$ cat config.mk
export PLATFORM = sky130hd
export DESIGN_NAME = irq_daisy_chain
export DESIGN_NICKNAME = d
export VERILOG_FILES = /design/src/rtl/irq_chain_pkg.sv /design/src/rtl/irq_chain_stage.sv /design/src/rtl/irq_vector_sel.sv /design/src/rtl/irq_daisy_chain.sv
export SDC_FILE = /design/constraint.sdc
export NUM_CORES = 1
export LEC_CHECK = 0
export BUFFER_PORTS_ARGS = -buffer_cell sky130_fd_sc_hd__buf_2
export CAP_MARGIN = 20
export CORE_MARGIN = 2
export CORE_UTILIZATION = 30
export CTS_CLUSTER_DIAMETER = 150
export DETAILED_ROUTE_END_ITERATION = 8
export PLACE_DENSITY = 0.58
export SKIP_CTS_REPAIR_TIMING = 1
export SYNTH_ARGS = -nofsm -noshare
export SYNTH_HDL_FRONTEND = slang
export SYNTH_HIERARCHICAL = 1
export SYNTH_SLANG_ARGS = --single-unit
$ cat constraint.sdc
create_clock -name clk -period 5.9 [get_ports clk]
set_input_delay 1.18 -clock clk [delete_from_list [all_inputs] [get_ports clk]]
set_output_delay 1.18 -clock clk [all_outputs]
set_load 0.02 [all_outputs]
$ cat src/rtl/irq_chain_pkg.sv
// Shared constants and types for the daisy-chain interrupt logic.
package irq_chain_pkg;
    localparam int VEC_W      = 8;
    localparam int MAX_STAGES = 8;
    typedef logic [VEC_W-1:0] vec_t;
endpackage

$ cat src/rtl/irq_chain_stage.sv
// One chain position. Holds the pending flag for its peripheral, claims an
// acknowledge arriving while the flag is set, and otherwise forwards it.
// Assumes release_evt is a single-cycle strobe marking the release edge.
module irq_chain_stage (
    input  logic clk,
    input  logic rst_n,
    input  logic req_set,
    input  logic ack_in_n,
    input  logic release_evt,
    output logic ack_out_n,
    output logic claim,
    output logic pending
);
    logic pend_q;
    logic claim_q;

    // Pending flag: a new event wins over the release clear.
    always_ff @(posedge clk) begin
        if (!rst_n)                       pend_q <= 1'b0;
        else if (req_set)                 pend_q <= 1'b1;
        else if (release_evt && claim_q)  pend_q <= 1'b0;
    end

    // Remember whether this stage held the acknowledge in the last cycle.
    always_ff @(posedge clk) begin
        if (!rst_n) claim_q <= 1'b0;
        else        claim_q <= claim;
    end

    // Claim or forward the acknowledge combinationally.
    always_comb begin
        claim     = ~ack_in_n & pend_q;
        ack_out_n = ack_in_n | pend_q;
    end

    assign pending = pend_q;
endmodule

$ cat src/rtl/irq_vector_sel.sv
// Drives the shared vector bus: the vector of the granted stage, the default
// vector on a spurious acknowledge, and zero otherwise. Assumes grant is
// one-hot or zero.
module irq_vector_sel #(
    parameter int N = 4,
    parameter logic [8*irq_chain_pkg::MAX_STAGES-1:0] STAGE_VEC = 64'h4746454443424140,
    parameter logic [7:0] SPUR_VEC = 8'hFF
) (
    input  logic [N-1:0]               grant,
    input  logic                       spurious,
    output irq_chain_pkg::vec_t        vector
);
    // OR together the vectors of the granted stages, or select the default.
    always_comb begin
        vector = '0;
        for (int i = 0; i < N; i++) begin
            if (grant[i]) vector = vector | STAGE_VEC[8*i +: 8];
        end
        if (spurious) vector = SPUR_VEC;
    end
endmodule

$ cat src/rtl/irq_daisy_chain.sv
// Top of the daisy-chain interrupt logic. Merges the per-stage pending flags
// into one interrupt request, threads the active-low acknowledge through N
// stages (stage 0 first), and flags an acknowledge nobody claimed.
// Assumes 2 <= N <= 8 and that ack_n is synchronous to clk.
module irq_daisy_chain #(
    parameter int N = 4,
    parameter logic [8*irq_chain_pkg::MAX_STAGES-1:0] STAGE_VEC = 64'h4746454443424140,
    parameter logic [7:0] SPUR_VEC = 8'hFF
) (
    input  logic         clk,
    input  logic         rst_n,
    input  logic [N-1:0] dev_event,
    input  logic         ack_n,
    output logic         irq,
    output logic [N-1:0] grant,
    output logic [7:0]   vector,
    output logic         spurious
);
    logic [N:0]   ack_chain_n;
    logic [N-1:0] pend_vec;
    logic         ack_q;
    logic         release_evt;

    // Track the acknowledge to find its rising (release) edge.
    always_ff @(posedge clk) begin
        if (!rst_n) ack_q <= 1'b1;
        else        ack_q <= ack_n;
    end

    assign release_evt    = ack_n & ~ack_q;
    assign ack_chain_n[0] = ack_n;

    // One stage per source, chained in priority order.
    for (genvar g = 0; g < N; g++) begin : g_stage
        irq_chain_stage u_stage (
            .clk         (clk),
            .rst_n       (rst_n),
            .req_set     (dev_event[g]),
            .ack_in_n    (ack_chain_n[g]),
            .release_evt (release_evt),
            .ack_out_n   (ack_chain_n[g+1]),
            .claim       (grant[g]),
            .pending     (pend_vec[g])
        );
    end

    assign irq      = |pend_vec;
    assign spurious = ~ack_chain_n[N];

    irq_vector_sel #(
        .N         (N),
        .STAGE_VEC (STAGE_VEC),
        .SPUR_VEC  (SPUR_VEC)
    ) u_vsel (
        .grant    (grant),
        .spurious (spurious),
        .vector   (vector)
    );
endmodule

Word level (Yosys, flattened, before mapping)
Cells that the tools add are included.
{"block": "totals", "wordCells": 46, "in_bits": 7, "output_inout_bits": 14, "regBits": 9}
{"block": "op_classes", "n_reduce_logical": 9, "bitwise": 15, "n_mux": 13}
{"cell": "two-way mux 7 bit", "count": 4}
{"cell": "two-way mux 1 bit", "count": 8}
{"cell": "two-way mux 8 bit", "count": 1}
{"cell": "nonzero test 2 bit", "count": 4}
{"cell": "inverter 1 bit", "count": 6}
{"cell": "AND 1 bit", "count": 5}
{"cell": "logical AND 1 bit", "count": 4}
{"cell": "bitwise OR 1 bit", "count": 4}
{"cell": "OR reduction 4 bit", "count": 1}

Logic depth before layout (Yosys ltp)
{"block": "logic_depth", "ltp_word": 7, "ltp_mapped": 7}

By module
Netlist, hierarchy kept.
{"mod": "irq_chain_stage", "n_inst": 4, "area_each_um2": 81.3, "cells_per_inst": 8}
{"mod": "irq_vector_sel", "n_inst": 1, "area_each_um2": 62.6, "cells_per_inst": 10}
{"mod": "irq_daisy_chain", "n_inst": 1, "area_each_um2": 43.8, "cells_per_inst": 5}

Worst setup path after synthesis
Ideal clock, no wire load.
{"block": "synth_timing", "path_kind": "input-to-output", "startpoint": "in ack_n", "endpoint": "out vector[0]", "n_path_buf": 0, "slack_ns": 2.073, "stages": 6, "arrival_ns": 2.647, "path_cell_list": "or2_1 > or2_1 > or2_1 > or2_1 > inv_1 > or3_1"}
{"block": "synth_between", "word_cells_on_any_way": 12}
{"element": "from (decl)", "line_no": "irq_daisy_chain.sv:13", "text": "input logic ack_n,"}
{"element": "bitwise OR 1 bit (2 in a row)", "line_no": "irq_chain_stage.sv:33", "text": "ack_out_n = ack_in_n | pend_q;"}
{"element": "via ack_chain_n[2]", "line_no": "irq_daisy_chain.sv:19", "text": "logic [N:0] ack_chain_n;"}
{"element": "bitwise OR 1 bit", "line_no": "irq_chain_stage.sv:33"}
{"element": "via ack_chain_n[3]", "line_no": "irq_daisy_chain.sv:19"}
{"element": "bitwise OR 1 bit", "line_no": "irq_chain_stage.sv:33"}
{"element": "via ack_chain_n[4]", "line_no": "irq_daisy_chain.sv:19"}
{"element": "two-way mux 8 bit", "line_no": "irq_vector_sel.sv:19", "text": "if (spurious) vector = SPUR_VEC;"}
{"element": "to (decl)", "line_no": "irq_daisy_chain.sv:16", "text": "output logic [7:0] vector,"}
The timed path passes the listed nets, and every way through them passes these cells.

Final worst setup path
{"block": "layout_timing", "startpoint": "in ack_n", "endpoint": "out vector[6]"}
{"block": "layout_between", "word_cells_on_any_way": 17}
{"element": "bitwise OR 1 bit", "line_no": "irq_chain_stage.sv:33"}
{"element": "via ack_chain_n[1]", "line_no": "irq_daisy_chain.sv:19"}
{"element": "bitwise OR 1 bit", "line_no": "irq_chain_stage.sv:33"}
{"element": "via ack_chain_n[2]", "line_no": "irq_daisy_chain.sv:19"}
{"element": "bitwise OR 1 bit", "line_no": "irq_chain_stage.sv:33"}
{"element": "via ack_chain_n[3]", "line_no": "irq_daisy_chain.sv:19"}
{"element": "bitwise OR 1 bit", "line_no": "irq_chain_stage.sv:33"}
{"element": "via ack_chain_n[4]", "line_no": "irq_daisy_chain.sv:19"}
{"element": "two-way mux 8 bit", "line_no": "irq_vector_sel.sv:19"}
The timed path passes the listed nets, and every way through them passes these cells.

==> impl_metrics.ini <==
[power]
leakage_nw = 0.2865
p_int_uw = 101.9
comb_power_share = 0.207
pwr_density_cell_nw_per_um2 = 263.8
seqPwrFrac = 0.463
switching_share = 0.2839
p_switching_uw = 40.39
pwr-share-clk = 0.331
ir_worst_vdd_v = 0.0001589

[min_path]
hold_path_end = g_stage[0].u_stage/pending
hold_path_depth = 1
min_from = g_stage[0].u_stage/claim_q
hp-class = flop to flop

[timing]
setup_viol = 0
min_period_ps = 3906
hold_viol_final = 0
holdWs_ps = 418.4
setup_ws_ps = 1994
slew-limit-headroom = 0.7831
drv_slew = 0
worst_pin_slew_ps = 324.6
rsz0062_at_grt = false
fin_setup_tns_ps = 0
timing.final.crit_share = 0.6620
fin_skew_ps = 0.6588
fmax_ghz = 0.2560

[clock_network]
clk_pin_slew_ps = 60
cts_made_buffers = 3
cts_tree = done
cts_root_buf = clkbuf_4
clkLatencyLatePin_ps = 250
cts.sinks = 9
h-tree-depth = 1
cts.path.max_buffers = 2

[detailed_routing]
ant_nets = 0
vias = 353
drtIter0Drc = 2
drc = 0
viasPerCell = 4.358
wire_per_inst_um = 9.864
drt-pass1-iter-count = 2
wirelength_um = 799

[yosys]
synth_edf_count = 0
netlist_instances = 47
synthArstFlopShare = 0
synth-seq-cells = 9
yosysWarnings = 6
ys_seq_area_frac = 0.4174
synth_common_cells = 9 x dfxtp_1, 5 x buf_4, 5 x inv_1
synth_cell_types = 15
ys.flop_type = dfxtp_1
yosysMostFrequentCell = dfxtp_1
synth.area.top_cells = dfxtp_1 42%, nor2b_4 13%, buf_4 8.7%
yosys.area.top_type = dfxtp_1
syn_nets = 54
syn_avg_cell_area_sq_um = 9.184
syn_area_sq_um = 431.7
synth_top_area_frac = 0.4174

[place]
portBuffers = 20
place_ws_ps = 1982
globalplace.congestion = 0.6882

[cells_and_area]
fin_nets = 74
fill_cells = 135
regArea_sq_um = 180.2
multiInputGateArea_sq_um = 195.2
antenna_cells = 0
drive_gt1_frac = 0.4091
syn_to_final_growth_pct = 24.93

[setup_path]
crit_start = ack_n
worstReg2RegEnd = g_stage[3].u_stage/claim_q
cp.arrival_ps = 2730
reg2regPathDepth = 5
end_kind = output pin
cp_max_fo = 9
rr_startpoint = g_stage[0].u_stage/pending
required_ps = 4720
crit_type = input pin to output pin
ff2ff_setup_slack_ps = 4450
start_kind = input pin

[die]
fp.dieW_um = 41.93
die_y_um = 41.93
initial_core_util = 0.3276
num_rows = 13
coreArea_sq_um = 1318
die_area_sq_um = 1758
io_pins = 21

[grt]
grt.overflow.total = 0
grt_pass1_wl_um = 1255
grt.total_usage = 0.09132
antenna_found_initial = 0
grt_max_degree = 10
grt_pass1_vias = 304

[run_status]
status = completed

[flow_run]
max_cap_violations = 0
power by group through the flow:
| stage | Clock [mW] | Sequential, mW | Combinational, mW |
|---|---|---|---|
| after floorplan | 0 | 0.0665 | 0.0222 |
| final | 0.0470 | 0.0658 | 0.0294 |
| after global routing | 0.0525 | 0.0662 | 0.0320 |
| after CTS | 0.0487 | 0.0658 | 0.0299 |
| after global placement | 0 | 0.0672 | 0.0296 |
| after detailed placement | 0 | 0.0672 | 0.0299 |
stage by stage:
step	util	power (mW)	cells	cell area, sq um
2_1_floorplan	-	0.08874	47	431.7
3_3_place_gp	0.3894	0.09676	77	513.0
3_5_place_dp	0.3894	0.09710	77	513.0
4_1_cts	0.4093	0.1444	81	539.3
5_1_grt	0.4093	0.1507	81	539.3
6_report	0.4093	0.1423	81	539.3
layout by cell type, fill, tap and decap left out, types with 2 or more instances in the layout:
master / count
o21ai_0: 4
or3_1: 2
a31oi_1: 4
buf_2: 20
dfxtp_1: 9
nor2b_4: 4
and2_1: 4
clkbuf_4: 3
or2_1: 4
inv_1: 5
critical path, stage by stage:
cell and delay, ps:
buf_2 120, or2_1 250, or2_1 260, or2_1 260
or2_1 210, inv_1 150, nor3_1 70, nand2_1 60
buf_2 150
how the worst max path moves through the flow:
stage,to,slack [ps],cells after the start
3_5_place_dp,vector[6],1980,9
5_1_grt,vector[6],1900,9
4_1_cts,vector[6],1980,9
6_report,vector[6],1990,9
3_3_place_gp,vector[6],2010,9
2_1_floorplan,vector[0],2070,6
kinds of logic (layout without fill, tap and decap cells):
logic type	Yosys count	in the layout	synth area share
flops	9	9	0.4174
simple gates	20	20	0.3478
buf+inv	10	29	0.1304
compound gates	8	8	0.1043
registers in the layout, indices dropped and copies added (netlist names):
register	cells
g_stage.u_stage/claim_q	4
ack_q	1
g_stage.u_stage/pending	4
area by class of cell:
class / instances / share of cell area
Sequential cell: 9 / 0.3341
Tap cell: 15 / 0.03480
Timing Repair Buffer: 20 / 0.1856
Inverter: 5 / 0.03480
Multi-Input combinational cell: 28 / 0.3619
Clock buffer: 4 / 0.04872
layer usage:
metal / global-route usage / vias to the layer above / routed length (um)
met1: 0.1099 / 157 / 368
met3: 0.03478 / 0 / 51
met2: 0.1438 / 10 / 379
met4: 0.03871 / 0 / 0
li1: - / 186 / -
met5: 0 / - / 0
No activity file was read; power rests on OpenSTA's default activity.
